==> src/rtl/muldiv_pkg.sv <==
package muldiv_pkg;
  // opSel encoding: bit 1 selects divide, bit 0 selects signed
  typedef enum logic [1:0] {
    OP_MULU = 2'b00,
    OP_MULS = 2'b01,
    OP_DIVU = 2'b10,
    OP_DIVS = 2'b11
  } mdOp_e;

  // strobes from control to datapath
  typedef struct packed {
    logic load;    // capture operands and seed the accumulator
    logic step;    // one shift-add or restoring-subtract iteration
    logic finish;  // sign fix-up and write HI/LO
  } mdCtl_t;
endpackage

==> src/rtl/muldiv_ctrl.sv <==
module muldiv_ctrl
  import muldiv_pkg::*;
#(
  parameter int ITERS = 32
) (
  input  logic   clk,
  input  logic   rstN,
  input  logic   startReq,
  output mdCtl_t ctl,
  output logic   busy
);
  localparam int CW = $clog2(ITERS + 1);

  typedef enum logic [1:0] {S_IDLE, S_RUN, S_FIX} state_e;
  state_e        state;
  logic [CW-1:0] iterCnt;

  assign busy = (state != S_IDLE);

  always_comb begin
    ctl        = '0;
    ctl.load   = (state == S_IDLE) && startReq;
    ctl.step   = (state == S_RUN);
    ctl.finish = (state == S_FIX);
  end

  always_ff @(posedge clk) begin
    if (!rstN) begin
      state   <= S_IDLE;
      iterCnt <= '0;
    end else begin
      case (state)
        S_IDLE: if (startReq) begin
          state   <= S_RUN;
          iterCnt <= '0;
        end
        S_RUN: begin
          iterCnt <= iterCnt + 1'b1;
          if (iterCnt == CW'(ITERS - 1)) state <= S_FIX;
        end
        default: state <= S_IDLE;
      endcase
    end
  end

  // checker: count busy cycles
  logic [CW:0] busyCnt;
  always_ff @(posedge clk) begin
    if (!rstN || !busy) busyCnt <= '0;
    else                busyCnt <= busyCnt + 1'b1;
  end

  assert_start_busy_R2: assert property (@(posedge clk) disable iff (!rstN)
    (startReq && !busy) |=> busy);

  assert_busy_len_R2: assert property (@(posedge clk) disable iff (!rstN)
    $fell(busy) |-> (busyCnt == (CW+1)'(ITERS + 1)));
endmodule

==> src/rtl/muldiv_dpath.sv <==
module muldiv_dpath
  import muldiv_pkg::*;
#(
  parameter int WIDTH = 32
) (
  input  logic             clk,
  input  logic             rstN,
  input  mdCtl_t           ctl,
  input  logic [1:0]       opSel,
  input  logic [WIDTH-1:0] srcA,
  input  logic [WIDTH-1:0] srcB,
  output logic [WIDTH-1:0] hiOut,
  output logic [WIDTH-1:0] loOut
);
  logic [1:0]       opR;
  logic [WIDTH-1:0] origA, magB, accHi, accLo, hiR, loR;
  logic             negA, negB;

  // load-time magnitudes
  logic             sgnA, sgnB;
  logic [WIDTH-1:0] magAIn, magBIn;
  assign sgnA   = opSel[0] & srcA[WIDTH-1];
  assign sgnB   = opSel[0] & srcB[WIDTH-1];
  assign magAIn = sgnA ? -srcA : srcA;
  assign magBIn = sgnB ? -srcB : srcB;

  // one multiply step
  logic [WIDTH:0] mulSum;
  assign mulSum = {1'b0, accHi} + (accLo[0] ? {1'b0, magB} : '0);

  // one restoring divide step
  logic [WIDTH:0]   divTrial;
  logic [WIDTH-1:0] divDiff;
  logic             divOk;
  assign divTrial = {accHi, accLo[WIDTH-1]};
  assign divOk    = (divTrial >= {1'b0, magB});
  assign divDiff  = divTrial[WIDTH-1:0] - magB;

  // completion values
  logic [2*WIDTH-1:0] prodFix;
  logic [WIDTH-1:0]   quoFix, remFix;
  assign prodFix = (negA ^ negB) ? -{accHi, accLo} : {accHi, accLo};
  assign quoFix  = (negA ^ negB) ? -accLo : accLo;
  assign remFix  = negA ? -accHi : accHi;

  always_ff @(posedge clk) begin
    if (!rstN) begin
      opR <= '0; origA <= '0; magB <= '0; negA <= 1'b0; negB <= 1'b0;
      accHi <= '0; accLo <= '0; hiR <= '0; loR <= '0;
    end else begin
      if (ctl.load) begin
        opR   <= opSel;
        origA <= srcA;
        magB  <= magBIn;
        negA  <= sgnA;
        negB  <= sgnB;
        accHi <= '0;
        accLo <= magAIn;
      end
      if (ctl.step) begin
        if (!opR[1]) begin
          accHi <= mulSum[WIDTH:1];
          accLo <= {mulSum[0], accLo[WIDTH-1:1]};
        end else begin
          accHi <= divOk ? divDiff : divTrial[WIDTH-1:0];
          accLo <= {accLo[WIDTH-2:0], divOk};
        end
      end
      if (ctl.finish) begin
        if (!opR[1]) begin
          hiR <= prodFix[2*WIDTH-1:WIDTH];
          loR <= prodFix[WIDTH-1:0];
        end else if (magB == '0) begin
          hiR <= origA;
          loR <= '1;
        end else begin
          hiR <= remFix;
          loR <= quoFix;
        end
      end
    end
  end

  assign hiOut = hiR;
  assign loOut = loR;

  assert_hold_R7: assert property (@(posedge clk) disable iff (!rstN)
    !ctl.finish |=> ($stable(hiR) && $stable(loR)));

  assert_divzero_R6: assert property (@(posedge clk) disable iff (!rstN)
    (ctl.finish && opR[1] && magB == '0) |=> (loR == '1 && hiR == $past(origA)));

  assert_opnd_stable_R10: assert property (@(posedge clk) disable iff (!rstN)
    !ctl.load |=> ($stable(opR) && $stable(origA) && $stable(magB)));
endmodule

==> src/rtl/muldiv_unit.sv <==
module muldiv_unit
  import muldiv_pkg::*;
#(
  parameter int WIDTH = 32
) (
  input  logic             clk,
  input  logic             rstN,
  input  logic             startReq,
  input  logic [1:0]       opSel,
  input  logic [WIDTH-1:0] srcA,
  input  logic [WIDTH-1:0] srcB,
  input  logic             rdReq,
  input  logic             rdSel,
  output logic             busy,
  output logic             stallReq,
  output logic [WIDTH-1:0] hiOut,
  output logic [WIDTH-1:0] loOut,
  output logic [WIDTH-1:0] rdData
);
  mdCtl_t ctl;

  muldiv_ctrl #(.ITERS(WIDTH)) uCtrl (
    .clk(clk), .rstN(rstN), .startReq(startReq), .ctl(ctl), .busy(busy)
  );

  muldiv_dpath #(.WIDTH(WIDTH)) uDpath (
    .clk(clk), .rstN(rstN), .ctl(ctl), .opSel(opSel),
    .srcA(srcA), .srcB(srcB), .hiOut(hiOut), .loOut(loOut)
  );

  // interlock: reads and new starts wait for the running operation
  assign stallReq = busy & (rdReq | startReq);
  assign rdData   = rdSel ? hiOut : loOut;
endmodule

==> config.mk <==
export PLATFORM = sky130hd
export DESIGN_NAME = muldiv_unit
export DESIGN_NICKNAME = d
export VERILOG_FILES = /design/src/rtl/muldiv_pkg.sv /design/src/rtl/muldiv_ctrl.sv /design/src/rtl/muldiv_dpath.sv /design/src/rtl/muldiv_unit.sv
export SDC_FILE = /design/constraint.sdc
export NUM_CORES = 1
export LEC_CHECK = 0
export BUFFER_PORTS_ARGS = -buffer_cell sky130_fd_sc_hd__buf_4
export CAP_MARGIN = 20
export CORE_MARGIN = 1
export CORE_UTILIZATION = 40
export CTS_CLUSTER_DIAMETER = 200
export DETAILED_ROUTE_END_ITERATION = 8
export PLACE_DENSITY_LB_ADDON = 0.3
export SLEW_MARGIN = 20
export SYNTH_ARGS = -nofsm -noshare
export SYNTH_HDL_FRONTEND = slang
export SYNTH_SLANG_ARGS = --single-unit
==> constraint.sdc <==
create_clock -name clk -period 3.8 [get_ports clk]
set_input_delay 0.95 -clock clk [delete_from_list [all_inputs] [get_ports clk]]
set_output_delay 0.95 -clock clk [all_outputs]
set_load 0.05 [all_outputs]
**Yosys cells after proc, flatten, opt, wreduce, memory -nomap -nowiden**

Cells that the tools add are included.

- Add/subtract/negate cells: 8
- Magnitude comparators: 1
- Eq/ne operators: 5
- Muxes and demuxes: 23
- Bitwise gates (word level): 5
- Reductions and logical operators: 8

Operator list:

| operator | number |
|---|---|
| $mux W32 | 17 |
| $neg A32 Y32 | 4 |
| $mux W64 | 1 |
| $neg A64 Y64 | 1 |
| $add A32 B33 Y33 | 1 |
| $ge A33 B32 Y1 | 1 |
| $logic_not A32 Y1 | 1 |
| $sub A32 B32 Y32 | 1 |
| $pmux W6 S2 | 1 |
| $add A6 B1 Y6 const B | 1 |
| $eq A6 B5 Y1 const B | 1 |
| $mux W6 | 1 |
| $reduce_bool A2 Y1 | 3 |
| $mux W2 | 2 |
| $pmux W2 S2 | 1 |
| $reduce_and A2 Y1 | 2 |
| $and A1 B1 Y1 | 3 |
| $eq A2 B1 Y1 const B | 1 |
| $eq A2 B2 Y1 const B | 1 |
| $logic_not A2 Y1 | 1 |
| $ne A2 B1 Y1 const B | 1 |
| $ne A2 B2 Y1 const B | 1 |
| $logic_and A1 B1 Y1 | 1 |
| $or A1 B1 Y1 | 1 |
| $xor A1 B1 Y1 | 1 |

- Register bits: 204
- Input bits: 71
- Output and inout port bits: 98
- Word-level logic and storage cells: 61

**Longest topological paths before layout**

Gate-level depths: netlist (run 1).

- Word-level depth: 4
- Mapped depth: 15
- Depth with buffers taken out: 14

**Modules after synthesis**

From an unflattened synthesis (run 1), not the netlist that was laid out.

- Cell total of the unflattened synthesis: 2160
- Area total of the unflattened synthesis: 16400.7 um^2

By module, submodules not included:

| module | times used | cells each | area each (um^2) | seq. area each (um^2) |
|---|---|---|---|---|
| muldiv_dpath | 1 | 2079 | 15464.8 | 3903.7 |
| muldiv_unit | 1 | 37 | 551.8 | 0.0 |
| muldiv_ctrl | 1 | 44 | 384.1 | 160.2 |

**Least setup slack after synthesis (run 1)**

No wires, ideal clock.

- Kind: register to register
- From: register uDpath.accLo[0]
- To: register uDpath.accHi[30]
- Library setup time: 0.116 ns
- Arrival: 3.413 ns
- Required time: 3.684 ns
- Path slack: 0.271 ns
- Stages on the path, launching flop included: 15
- Path buffers: 1
- Period minus slack after synthesis: 3.529 ns
- Cells stage by stage: dfxtp_1 > inv_1 > buf_1 > nor2_1 > ha_1 > a21o_1 > a211o_1 > a311oi_1 > o31ai_1 > a311o_1 > o21ai_0 > o21ai_0 > xor2_1 > a221o_1 > a31o_2

- Word-level cells in the longest chain between the ends: 4

RTL lines:

| element | RTL line | RTL |
|---|---|---|
| from (decl) | muldiv_dpath.sv:16 | `logic [WIDTH-1:0] origA, magB, accHi, accLo, hiR, loR;` |
| from (signal assigned) | muldiv_dpath.sv:58 | `accLo <= magAIn;` |
| from (signal assigned) | muldiv_dpath.sv:63 | `accLo <= {mulSum[0], accLo[WIDTH-1:1]};` |
| from (signal assigned) | muldiv_dpath.sv:66 | `accLo <= {accLo[WIDTH-2:0], divOk};` |
| $mux W32 | muldiv_dpath.sv:29 | `assign mulSum = {1'b0, accHi} + (accLo[0] ? {1'b0, magB} : '0);` |
| $add A32 B33 Y33 | muldiv_dpath.sv:29 |  |
| $mux W32 | muldiv_dpath.sv:61 | `if (!opR[1]) begin` |
| $mux W32 | muldiv_dpath.sv:60 | `if (ctl.step) begin` |
| to (signal assigned) | muldiv_dpath.sv:62 | `accHi <= mulSum[WIDTH:1];` |
| to (signal assigned) | muldiv_dpath.sv:65 | `accHi <= divOk ? divDiff : divTrial[WIDTH-1:0];` |
| to (decl) | muldiv_dpath.sv:16 |  |

No other way between the ends.
A chain may end at the register's enable or synchronous reset.

**Final worst setup path (run 1)**

- From: register uDpath.magB[1]
- To: register uDpath.accHi[31]

- Word-level cells in the longest chain between the ends: 4
- Elaborated cells between the ends (all ways): 7
- Those cells by class: 2 x add/sub; 1 x order compare; 4 x mux

RTL lines:

| element | RTL line | RTL |
|---|---|---|
| from (decl) | muldiv_dpath.sv:16 |  |
| from (signal assigned) | muldiv_dpath.sv:54 | `magB <= magBIn;` |
| $mux W32 (tied with other cells) | muldiv_dpath.sv:29 |  |
| $add A32 B33 Y33 / $mux W32 (equally long branches) | muldiv_dpath.sv:29, muldiv_dpath.sv:65 |  |
| $mux W32 * | muldiv_dpath.sv:61 |  |
| $mux W32 * | muldiv_dpath.sv:60 |  |

Every way passes the cells marked *; elsewhere a longest branch is shown, timed or not.

==> out/results.md, run 1 <==
Global routing
• **met3 routing resource usage after global routing** 4.86%
• **number of antenna violations at the first check in global routing** 1
• **first-pass GRT wire length** 88300 um
• **met1 routing resource usage after global routing** 40.1%
• **global-route usage over all layers** 27.6%
• **GRT met2 Usage** 41.2%
• **most utilized layer in the global route result** met2
• **via count of the first global-routing pass** 15200
• **total overflow reported by the global router** 0
• **maximum number of pins on one net before global-route repair** 105

Min path
• **hold crit path type** reg -> reg
• **worst hold endpoint** uDpath.origA[4]
• **instance count along the most critical hold path** 2
• **launch instance of the worst min-delay path** uDpath.origA[4]

Power
• **combinational share of power** 26.9%
• **PwrDens** 361 nW/um2
• **register share of total power** 35.2%
• **leakage component of the power** 0.00771 uW
• **Pint** 4500 uW
• **switching power summed over all nets** 2260 uW
• **switch share** 33.4%
• **clock group share of total power** 37.9%
• **Max rail drop VDD** 0.000294 V

Place
• **number of I/O port buffers** 168
• **post-detailed-placement half-perimeter wirelength** 43000 um
• **placer congestion estimate** 0.951
• **number of placed instances, taps included** 2769
• **worst slack at placement** 124 ps

Finish
• **area of all sequential standard cells** 4070 um2
• **area overhead of the layout relative to synthesis** 19.0%
• **proportion of layout cells with a drive suffix above 1** 16.1%
• **total area of multi-input combinational cells** 10800 um2
• **# fillers** 3888
• **number of nets in the layout** 2422
• **post-route insts no fill** 2818
• **ant diodes** 0
• **core occupancy in the finished layout** 48.4%

Synthesis
• **synthesized area per cell** 7.32 um2
• **mapped cell area** 15700 um2
• **distinct cell type count after synthesis** 69
• **cell types occupying the most area after synthesis** sky130_fd_sc_hd__dfxtp_1, sky130_fd_sc_hd__a21oi_1, sky130_fd_sc_hd__o21ai_0
• **dominant cell type by area after synthesis** sky130_fd_sc_hd__dfxtp_1
• **share of synthesized area occupied by flip-flops and latches** 25.9%
• **count of flip-flops with a built-in enable after synthesis** 0
• **fraction of post-synthesis cell area in the top cell type by area** 25.9%
• **synthesized instance count** 2146
• **number of warnings reported in the yosys synthesis log** 0
• **dominant synthesized flop cell** sky130_fd_sc_hd__dfxtp_1
• **net count after synthesis** 2288
• **post-synthesis async set-or-reset flop share** 0%
• **number of flip-flops and latches in the synthesized netlist** 203

Detailed routing
• **post-detailed-route count of antenna-violating nets** 0
• **Avg Vias per Cell** 5.84
• **WL per Instance** 20.3 um
• **initial detailed-routing violation count** 1572
• **DR vias** 16500
• **first drt pass iteration count** 6
• **DRC viols** 0
• **drt total wl** 57300 um

Setup path
• **endpoint of the most critical register-to-register path** uDpath.accHi[31]
• **CP max stage delay** 480 ps
• **register-to-register setup slack** 140 ps
• **critical path startpoint category** flip-flop
• **CP required** 4290 ps
• **peak fanout along the critical path** 4
• **logic depth of the worst register-to-register path** 12
• **critical path's slowest cell** sky130_fd_sc_hd__dfxtp_1
• **startpoint of the worst register-to-register path** uDpath.magB[1]
• **cell-by-cell trace of the critical path** inv_1 > ha_1 > nor2b_1 > o31a_1 > o311a_1 > o211ai_1 > a21boi_0 > a31oi_2 > nor4_1 > o41ai_1 > mux2i_1 > a2bb2oi_1
• **path type of the worst setup path** reg -> reg
• **endpoint arrival time on the critical path** 4150 ps
• **capturing element type of the critical path** flip-flop

STA
• **final setup vio count** 0
• **Final Hold Viols** 0
• **share of the cycle needed by the critical path after routing** 96.3%
• **final-report max-slew violation count** 0
• **clock skew after layout** 23.3 ps
• **maximum clock frequency** 273 MHz
• **Max transition margin** 20.4%
• **time the final worst path needs with I/O delays and setup** 3660 ps
• **setup ws final** 141 ps
• **Worst Tran Pin Value** 1190 ps

Floorplan
• **horizontal die dimension** 200 um
• **die height** 200 um
• **core box area** 38600 um2
• **die area** 40100 um2
• **number of top-level design ports** 169
• **effective utilization at floorplan** 40.6%
• **Placement Rows** 72

Clocking
• **Clock Tree Root** sky130_fd_sc_hd__clkbuf_16
• **count of H-tree levels built during CTS** 1
• **later-pin clock latency in the skew report** 550 ps
• **buffers from clock root to sink, at most** 3
• **Num CTS Buffers** 26
• **clock tree from TritonCTS** built
• **clock transition at the register clock pins on the worst setup and hold paths after CTS** 60 ps
• **clock sink count** 203

Run
• **total of max-cap violations** 0

Status
• **status** complete, no violations

-- kinds of logic after synthesis --
| logic type | after synthesis | synth area share, % |
|---|---|---|
| adders and majority gates | 71 | 5.75 |
| muxes | 91 | 6.11 |
| DFF | 203 | 25.9 |
| xor gates and xnor gates | 172 | 9.59 |
| and+or+nand+nor | 669 | 19.6 |
| buffers and inverters | 227 | 5.63 |
| AOI/OAI and AO/OA | 713 | 27.5 |
-- through the flow --
step	cell area [um2]	hold WS [ps]	total power (uW)	TNS, ps
final	18700	455	6750	0
after global routing	18700	485	7060	-2.97
after CTS	18700	454	6750	0
after detailed placement	17800	446	4190	0
after global placement	17800	445	4170	0
after floorplan	15700	432	3580	0
-- cell usage in the layout (no fill, tap or decap), types with 6 or more instances in the layout --
cell type and n:
sky130_fd_sc_hd__o41ai_1 12, sky130_fd_sc_hd__inv_1 71, sky130_fd_sc_hd__mux2i_1 52, sky130_fd_sc_hd__clkbuf_16 27, sky130_fd_sc_hd__nor3_1 36, sky130_fd_sc_hd__a31oi_1 22, sky130_fd_sc_hd__a211oi_1 86, sky130_fd_sc_hd__nand3_1 19
sky130_fd_sc_hd__clkbuf_1 7, sky130_fd_sc_hd__a311oi_1 12, sky130_fd_sc_hd__a21o_1 25, sky130_fd_sc_hd__nand2_1 223, sky130_fd_sc_hd__nor4_1 27, sky130_fd_sc_hd__and3_1 16, sky130_fd_sc_hd__xor2_1 67, sky130_fd_sc_hd__mux2_2 39
sky130_fd_sc_hd__a22o_1 6, sky130_fd_sc_hd__a22oi_1 14, sky130_fd_sc_hd__nand2b_1 15, sky130_fd_sc_hd__buf_4 257, sky130_fd_sc_hd__nor2b_1 14, sky130_fd_sc_hd__nand4_1 14, sky130_fd_sc_hd__dfxtp_1 202, sky130_fd_sc_hd__o21ai_0 188
sky130_fd_sc_hd__o211ai_1 20, sky130_fd_sc_hd__o31ai_1 20, sky130_fd_sc_hd__and2_1 8, sky130_fd_sc_hd__a21oi_1 245, sky130_fd_sc_hd__xnor2_1 103, sky130_fd_sc_hd__or3_1 24, sky130_fd_sc_hd__nor2_1 230, sky130_fd_sc_hd__or4_1 11
sky130_fd_sc_hd__o21a_1 15, sky130_fd_sc_hd__ha_1 69, sky130_fd_sc_hd__o21ai_1 6
-- routing by layer --
layer / wire (um) / vias up
met5: 0 / -
met4: 1620 / 0
met3: 5020 / 82
met2: 24100 / 707
met1: 26500 / 7691
li1: - / 7984
-- worst max-delay path: cells and delay by family, from the launching register on --
| kind | cells | cell delay (ps) |
|---|---|---|
| AO/OA/AOI/OAI | 7 | 2160 |
| multiplexers | 1 | 240 |
| buffers and inverters | 1 | 140 |
| adder cells (fa/ha/maj) | 1 | 310 |
| AND/OR/NAND/NOR | 2 | 280 |
| flip-flops | 1 | 480 |
-- worst max-delay path by stage --
stage	startpoint	end	slack, ps
floorplan	uDpath.accLo[0]	uDpath.accHi[30]	270
global placement	uDpath.accLo[0]	uDpath.accHi[30]	180
detailed placement	uDpath.accLo[0]	uDpath.accHi[30]	120
CTS	uDpath.accLo[0]	uDpath.accHi[30]	100
global route	uDpath.magB[1]	uDpath.accHi[31]	-3
finish	uDpath.magB[1]	uDpath.accHi[31]	140
-- sequential cells by signal, summed over array words and instances (netlist names) --
| signal | flops |
|---|---|
| uDpath.origA | 32 |
| uDpath.negA | 1 |
| uDpath.accHi | 32 |
| uCtrl.state | 2 |
| uDpath.opR | 1 |
| uDpath.accLo | 32 |
| uCtrl.iterCnt | 6 |
| uDpath.loOut | 32 |
| uDpath.negB | 1 |
| uDpath.magB | 32 |
| uDpath.hiOut | 32 |
-- power by group through the flow --
stage | Sequential [uW] | Clock (uW) | Combinational (uW)
after floorplan | 2340 | 0 | 1250
after global placement | 2410 | 0 | 1760
after detailed placement | 2420 | 0 | 1770
after CTS | 2370 | 2610 | 1780
after global routing | 2390 | 2690 | 1980
final | 2380 | 2560 | 1810
-- cell usage after synthesis (11+ instances only) --
library cell,number
sky130_fd_sc_hd__xnor2_1,104
sky130_fd_sc_hd__nor3_1,36
sky130_fd_sc_hd__ha_1,69
sky130_fd_sc_hd__a22oi_1,14
sky130_fd_sc_hd__nor4_1,27
sky130_fd_sc_hd__nor2b_1,16
sky130_fd_sc_hd__and3_1,16
sky130_fd_sc_hd__nand2b_1,15
sky130_fd_sc_hd__or4_1,11
sky130_fd_sc_hd__nor2_1,232
sky130_fd_sc_hd__mux2_2,39
sky130_fd_sc_hd__o21ai_0,189
sky130_fd_sc_hd__xor2_1,68
sky130_fd_sc_hd__or3_1,24
sky130_fd_sc_hd__o31ai_1,20
sky130_fd_sc_hd__o21a_1,15
sky130_fd_sc_hd__nand2_1,224
sky130_fd_sc_hd__mux2i_1,52
sky130_fd_sc_hd__a31oi_1,23
sky130_fd_sc_hd__clkbuf_1,124
sky130_fd_sc_hd__nand4_1,14
sky130_fd_sc_hd__a21oi_1,245
sky130_fd_sc_hd__inv_1,72
sky130_fd_sc_hd__dfxtp_1,203
sky130_fd_sc_hd__a311oi_1,13
sky130_fd_sc_hd__o211ai_1,20
sky130_fd_sc_hd__nand3_1,19
sky130_fd_sc_hd__a211oi_1,86
sky130_fd_sc_hd__buf_1,22
sky130_fd_sc_hd__o41ai_1,12
sky130_fd_sc_hd__a21o_1,25
-- final cells by class --
class	instances	area share (%)
clock inverters	12	0.790
multi-input cells	1716	57.9
well taps	518	3.47
repair buffers	261	10.7
clock buffers	36	3.90
flip-flops and latches	203	21.8
inverters	72	1.46
-- repair_timing --
action                                  CTS  global route
buffers inserted                          0             1
endpoints found under the setup margin    0             3
resized for setup                         0             3
hold buffers                              0             0
(Power assumes the default switching activity.)
==> inputs of run 2 (changes only) <==
ABC_AREA = 1   (was default)
SKIP_CTS_REPAIR_TIMING = 1   (was default)
clock period = 3.85 ns   (was 3.8 ns; I/O delays follow)
==> run 2 against run 1 <==
Compared with the run above: utilization decreased by 1.5 points; first-iteration DRC count increased by 68%; global-route usage is 5.7 points higher; flip-flop and latch count did not move; sequential power about the same; via count rose by 33%; combinational power rose by 49%; cell count is 40% higher; sequential share of layout area shrank 2.8 points; clock-buffer cell count down 6; synthesized cell count up 50%; critical path type unchanged.
==> out/results.md, run 2 <==
STA
• **time the final worst path needs with I/O delays and setup** 3100 ps, was 3660 ps
• **maximum clock frequency** 323 MHz, was 273 MHz
• **final setup vio count** 0, unchanged
• **share of the cycle needed by the critical path after routing** 80.5%, was 96.3%
• **Max transition margin** 38.9%, was 20.4%
• **total negative setup slack** 0 ps, unchanged
• **final-report max-slew violation count** 0, unchanged
• **clock skew after layout** 26.2 ps, was 23.3 ps
• **Worst Tran Pin Value** 916 ps, was 1190 ps
• **Final Hold Viols** 0, unchanged
• **setup repair after global routing missed its margin** no

Synthesis
• **number of warnings reported in the yosys synthesis log** 0, unchanged
• **mapped cell area** 18700 um2, was 15700 um2
• **post-synthesis async set-or-reset flop share** 0%, unchanged
• **fraction of post-synthesis cell area in the top cell type by area** 21.8%, was 25.9%
• **most common library cells after synthesis** sky130_fd_sc_hd__nand2_1, sky130_fd_sc_hd__inv_1, sky130_fd_sc_hd__a21oi_1, was sky130_fd_sc_hd__a21oi_1, sky130_fd_sc_hd__nor2_1, sky130_fd_sc_hd__nand2_1
• **distinct cell type count after synthesis** 54, was 69
• **most numerous cell in the Yosys netlist** sky130_fd_sc_hd__nand2_1, was sky130_fd_sc_hd__a21oi_1
• **synthesized instance count** 3212, was 2146
• **dominant synthesized flop cell** sky130_fd_sc_hd__dfxtp_1, unchanged
• **number of flip-flops and latches in the synthesized netlist** 203, unchanged
• **share of synthesized area occupied by flip-flops and latches** 21.8%, was 25.9%
• **net count after synthesis** 3354, was 2288
• **dominant cell type by area after synthesis** sky130_fd_sc_hd__dfxtp_1, unchanged
• **synthesized area per cell** 5.81 um2, was 7.32 um2
• **cell types occupying the most area after synthesis** sky130_fd_sc_hd__dfxtp_1, sky130_fd_sc_hd__nand2_1, sky130_fd_sc_hd__inv_1, was sky130_fd_sc_hd__dfxtp_1, sky130_fd_sc_hd__a21oi_1, sky130_fd_sc_hd__o21ai_0
• **count of flip-flops with a built-in enable after synthesis** 0, unchanged

Detailed routing
• **post-detailed-route count of antenna-violating nets** 0, unchanged
• **initial detailed-routing violation count** 2641, was 1572
• **first drt pass iteration count** 7, was 6
• **Avg Vias per Cell** 5.56, was 5.84
• **DR vias** 21900, was 16500
• **DRC viols** 0, unchanged
• **drt total wl** 80900 um, was 57300 um
• **WL per Instance** 20.5 um, was 20.3 um

Setup path
• **peak fanout along the critical path** 36, was 4
• **startpoint of the worst register-to-register path** uDpath.accLo[0], was uDpath.magB[1]
• **CP required** 4340 ps, was 4290 ps
• **Crit. Startpoint** uDpath.accLo[0], was uDpath.magB[1]
• **capturing element type of the critical path** flip-flop, unchanged
• **path type of the worst setup path** reg -> reg, unchanged
• **endpoint arrival time on the critical path** 3590 ps, was 4150 ps
• **critical path startpoint category** flip-flop, unchanged

Floorplan
• **core box area** 45700 um2, was 38600 um2
• **effective utilization at floorplan** 40.9%, was 40.6%
• **number of top-level design ports** 169, unchanged
• **die height** 218 um, was 200 um
• **Placement Rows** 78, was 72
• **horizontal die dimension** 218 um, was 200 um
• **die area** 47500 um2, was 40100 um2

Global routing
• **first-pass GRT wire length** 120000 um, was 88300 um
• **maximum number of pins on one net before global-route repair** 80, was 105
• **total overflow reported by the global router** 0, unchanged
• **global-route usage over all layers** 33.3%, was 27.6%
• **via count of the first global-routing pass** 19700, was 15200
• **number of antenna violations at the first check in global routing** 3, was 1

Finish
• **proportion of layout cells with a drive suffix above 1** 11.1%, was 16.1%
• **leading cell type in the layout, fill and taps excluded** sky130_fd_sc_hd__nand2_1, was sky130_fd_sc_hd__buf_4
• **number of nets in the layout** 3465, was 2422
• **area overhead of the layout relative to synthesis** 14.6%, was 19.0%
• **core occupancy in the finished layout** 46.8%, was 48.4%
• **commonest cells after routing, fill and taps aside** sky130_fd_sc_hd__nand2_1, sky130_fd_sc_hd__inv_1, sky130_fd_sc_hd__a21oi_1, sky130_fd_sc_hd__nor2_1, sky130_fd_sc_hd__o21ai_0, was sky130_fd_sc_hd__buf_4, sky130_fd_sc_hd__a21oi_1, sky130_fd_sc_hd__nor2_1, sky130_fd_sc_hd__nand2_1, sky130_fd_sc_hd__dfxtp_1
• **# fillers** 4990, was 3888

Place
• **post-detailed-placement half-perimeter wirelength** 64400 um, was 43000 um
• **number of I/O port buffers** 168, unchanged
• **placer congestion estimate** 1.06, was 0.951

Clocking
• **buffers from clock root to sink, at most** 3, unchanged
• **count of H-tree levels built during CTS** 1, unchanged
• **clock tree from TritonCTS** built, unchanged
• **later-pin clock latency in the skew report** 570 ps, was 550 ps
• **Clock Tree Root** sky130_fd_sc_hd__clkbuf_16, unchanged
• **clock transition at the register clock pins on the worst setup and hold paths after CTS** 70 ps, was 60 ps
• **Num CTS Buffers** 25, was 26
• **clock sink count** 203, unchanged

Min path
• **hold crit path type** reg -> reg, unchanged
• **launch instance of the worst min-delay path** uDpath.origA[20], was uDpath.origA[4]

Power
• **Max rail drop VDD** 0.000343 V, was 0.000294 V
• **PwrDens** 367 nW/um2, was 361 nW/um2
• **leakage component of the power** 0.0108 uW, was 0.00771 uW

Status
• **status** complete, no violations, unchanged

Run
• **total of max-cap violations** 0, unchanged

==> run 2: cell count changes in the layout (fill, tap and decap cells not counted), sizes merged, moves of 24 or more <==
| cell | previous run | this run |
|---|---|---|
| o21ai | 194 | 285 |
| buf | 261 | 210 |
| nor4 | 29 | 3 |
| a211oi | 86 | 4 |
| mux2i | 52 | 0 |
| xnor2 | 104 | 8 |
| nand3 | 19 | 251 |
| a21oi | 245 | 282 |
| inv | 74 | 495 |
| nand4 | 14 | 44 |
| nand2 | 224 | 869 |
| nor2 | 233 | 300 |
| or3 | 24 | 0 |
==> run 2: metal layers <==
layer | vias to the layer above | routed length (um) | GRT usage (%)
met5 | - | 9 | 0
met4 | 2 | 2120 | 8.74
met3 | 102 | 10300 | 8.27
met2 | 1128 | 32700 | 47.7
met1 | 10100 | 35900 | 48.9
li1 | 10600 | - | -
==> run 2: critical path: stages (launching register included) <==
cell                       delay, ps
sky130_fd_sc_hd__dfxtp_1         330
sky130_fd_sc_hd__buf_4           420
sky130_fd_sc_hd__nand2_1         210
sky130_fd_sc_hd__fa_1            500
sky130_fd_sc_hd__inv_1           140
sky130_fd_sc_hd__nand3_1          80
sky130_fd_sc_hd__nand3_1         250
sky130_fd_sc_hd__inv_1            70
sky130_fd_sc_hd__o21bai_1        370
sky130_fd_sc_hd__nor2_1           60
sky130_fd_sc_hd__o21ai_0         170
sky130_fd_sc_hd__nand2_1          90
sky130_fd_sc_hd__o21bai_1        200
sky130_fd_sc_hd__a21oi_1         120
==> run 2: where the power goes <==
part | switching [uW] | internal [uW]
logic | 1910 | 786
registers | 173 | 2220
clock network | 1080 | 1680
==> run 2: path summary, 6_finish.rpt <==
kind                       to  slack, ps  cells past startpoint
max reg2reg   uDpath.accHi[7]        750                     13
min reg2reg  uDpath.origA[20]        460                      2
max           uDpath.accHi[7]        750                     13
min          uDpath.origA[20]        460                      2
==> run 2: kinds of logic after synthesis <==
| logic type | count (synthesis) | share of synthesized area (%) |
|---|---|---|
| multiplexers | 27 | 1.63 |
| AND/OR/NAND/NOR | 1530 | 35.1 |
| XOR/XNOR | 86 | 4.08 |
| AO/OA/AOI/OAI | 676 | 19.8 |
| buffers and inverters | 619 | 12.9 |
| flip-flops | 203 | 21.8 |
| adder cells (fa/ha/maj) | 71 | 4.84 |
==> run 2: layout make-up <==
cell class / count / area, um2 / share of cell area [%]
multi-input cells: 2390 / 12200 / 57.1
repair buffers: 210 / 1580 / 7.37
inverters: 493 / 1850 / 8.65
diodes: 2 / 5.00 / 0.0234
clock buffers: 30 / 684 / 3.20
well taps: 600 / 751 / 3.51
flip-flops and latches: 203 / 4070 / 19.0
clock inverters: 15 / 249 / 1.16
==> run 2: per-stage QoR <==
stage	power (uW)	area (um2)	instances	setup WS [ps]	hold slack, ps
floorplan	4170	18700	3212	397	424
detailed placement	5020	20500	3896	846	447
finish	7850	21400	3943	752	461
global route	8190	21400	3941	579	487
CTS	7760	21400	3941	813	457
global placement	5040	20500	3896	821	439
==> inputs of run 3 (changes only) <==
clock period = 3.2 ns   (was 3.85 ns; I/O delays follow)
==> run 3 against run 2 <==
Compared with the run above: sequential share of layout area fell by 0.084 points; critical path type unchanged; largest power group is now combinational logic; cell count rose by 0.43%; hold slack improved by 4.6 ps; non-clock buffer count rose by 18; design area rose by 0.44%.
==> out/results.md, run 3 (synthesis results as in run 2) <==
Place
• **Area after DPL** 20600 um2, was 20500 um2
• **post-detailed-placement half-perimeter wirelength** 61400 um, was 64400 um
• **placer congestion estimate** 1.06, about the same
• **number of I/O port buffers** 168, unchanged
• **number of placed instances, taps included** 3914, was 3896

Finish
• **commonest cells after routing, fill and taps aside** sky130_fd_sc_hd__nand2_1, sky130_fd_sc_hd__inv_1, sky130_fd_sc_hd__a21oi_1, sky130_fd_sc_hd__nor2_1, sky130_fd_sc_hd__o21ai_0, unchanged
• **leading cell type in the layout, fill and taps excluded** sky130_fd_sc_hd__nand2_1, unchanged
• **area overhead of the layout relative to synthesis** 15.2%, was 14.6%
• **proportion of layout cells with a drive suffix above 1** 11.5%, was 11.1%
• **number of nets in the layout** 3483, was 3465
• **post-route insts no fill** 3960, was 3943
• **post-route cell area** 21500 um2, was 21400 um2

Detailed routing
• **initial detailed-routing violation count** 2824, was 2641
• **Avg Vias per Cell** 5.61, was 5.56
• **DR vias** 22200, was 21900
• **WL per Instance** 19.6 um, was 20.5 um
• **drt total wl** 77600 um, was 80900 um
• **first drt pass iteration count** 6, was 7
• **post-detailed-route count of antenna-violating nets** 0, unchanged
• **DRC viols** 0, unchanged

STA
• **clock skew after layout** 17.7 ps, was 26.2 ps
• **final setup vio count** 0, unchanged
• **Max transition margin** 42.7%, was 38.9%
• **maximum clock frequency** 341 MHz, was 323 MHz
• **share of the cycle needed by the critical path after routing** 91.7%, was 80.5%
• **time the final worst path needs with I/O delays and setup** 2930 ps, was 3100 ps
• **total negative setup slack** 0 ps, unchanged
• **Worst Tran Pin Value** 859 ps, was 916 ps
• **Final Hold Viols** 0, unchanged
• **final-report max-slew violation count** 0, unchanged
• **setup repair after global routing missed its margin** no, unchanged

Power
• **switch share** 40.3%, about the same
• **clock group share of total power** 33.3%, was 35.2%
• **combinational share of power** 35.4%, was 34.4%
• **register share of total power** 31.4%, was 30.5%
• **PwrDens** 426 nW/um2, was 367 nW/um2
• **leakage component of the power** 0.0108 uW, about the same
• **switching power summed over all nets** 3690 uW, was 3160 uW
• **Max rail drop VDD** 0.000387 V, was 0.000343 V
• **Pint** 5470 uW, was 4680 uW
• **overall power** 9160 uW, was 7850 uW

Clocking
• **Num CTS Buffers** 25, unchanged
• **clock sink count** 203, unchanged
• **count of H-tree levels built during CTS** 1, unchanged
• **clock transition at the register clock pins on the worst setup and hold paths after CTS** 60 ps, was 70 ps
• **Clock Tree Root** sky130_fd_sc_hd__clkbuf_16, unchanged
• **clock tree from TritonCTS** built, unchanged
• **later-pin clock latency in the skew report** 560 ps, was 570 ps
• **buffers from clock root to sink, at most** 3, unchanged

Global routing
• **number of antenna violations at the first check in global routing** 2, was 3
• **maximum number of pins on one net before global-route repair** 86, was 80
• **via count of the first global-routing pass** 19600, was 19700
• **total overflow reported by the global router** 0, unchanged
• **first-pass GRT wire length** 117000 um, was 120000 um
• **global-route usage over all layers** 31.7%, was 33.3%

Status
• **status** complete, no violations, unchanged

Floorplan
• **die area** 47500 um2, unchanged
• **core box area** 45700 um2, unchanged
• **horizontal die dimension** 218 um, unchanged
• **effective utilization at floorplan** 40.9%, unchanged
• **number of top-level design ports** 169, unchanged
• **die height** 218 um, unchanged
• **Placement Rows** 78, unchanged

Run
• **total of max-cap violations** 0, unchanged

Setup path
• **peak fanout along the critical path** 35, was 36
• **critical path startpoint category** flip-flop, unchanged
• **capturing element type of the critical path** flip-flop, unchanged
• **path type of the worst setup path** reg -> reg, unchanged
• **CP required** 3600 ps, was 4340 ps
• **endpoint arrival time on the critical path** 3330 ps, was 3590 ps

Min path
• **hold crit path type** reg -> reg, unchanged

-- run 3: cell types whose count changed in the layout (fill, tap and decap cells not counted), sizes merged --
cell and change:
buf +18, bufinv -3, clkbuf +6, clkinv -4, clkinvlp +3, diode -1
inv -2
-- run 3: layer usage --
metal	global-route usage (%)	routed length, um
met1	46.1	34000
met2	45.4	31300
met3	7.49	9630
met4	10.1	2630
met5	0	16
-- run 3: worst paths after layout --
kind	startpoint	to	slack, ps	depth (start not counted)
worst min-delay path	uDpath.origA[16]	uDpath.origA[16]	470	2
worst min register to register	uDpath.origA[16]	uDpath.origA[16]	470	2
worst max register to register	uDpath.accLo[0]	uDpath.accHi[31]	270	16
worst max-delay path	uDpath.accLo[0]	uDpath.accHi[31]	270	16
-- run 3: area by class of cell --
type	count	area, um2
Antenna cell	1	2.50
Clock inverter	9	134
Multi-Input combinational cell	2390	12200
Inverter	493	1850
Sequential cell	203	4070
Clock buffer	36	737
Fill cell	4994	24200
Tap cell	600	751
Timing Repair Buffer	228	1740
-- run 3: critical path, cell delays in order (launching register included) --
cell	delay, ps
sky130_fd_sc_hd__dfxtp_1	380
sky130_fd_sc_hd__buf_12	240
sky130_fd_sc_hd__nand2_1	170
sky130_fd_sc_hd__inv_1	100
sky130_fd_sc_hd__ha_1	280
sky130_fd_sc_hd__nand2_1	120
sky130_fd_sc_hd__inv_1	50
sky130_fd_sc_hd__a21oi_1	380
sky130_fd_sc_hd__nand3_1	370
sky130_fd_sc_hd__nand2_1	180
sky130_fd_sc_hd__nand2_1	90
sky130_fd_sc_hd__nand2_1	70
sky130_fd_sc_hd__nand3_1	100
sky130_fd_sc_hd__nand2_1	100
sky130_fd_sc_hd__inv_1	40
sky130_fd_sc_hd__nand2_1	50
sky130_fd_sc_hd__a21oi_1	50
-- run 3: metrics by stage --
stage               utilization [%]  hold slack, ps  setup slack, ps
finish                         47.0             466              267
global route                   47.0             496              134
CTS                            47.0             470              353
detailed placement             45.1             463              371
global placement               45.1             446              357
floorplan                         -             424             72.0
-- run 3: power by group through the flow --
stage,sequential [uW],clock [uW],combinational (uW)
2_1_floorplan,2820,0,2190
3_3_place_gp,2910,0,3120
3_5_place_dp,2910,0,3110
4_1_cts,2850,3070,3130
5_1_grt,2880,3180,3510
6_report,2870,3050,3240
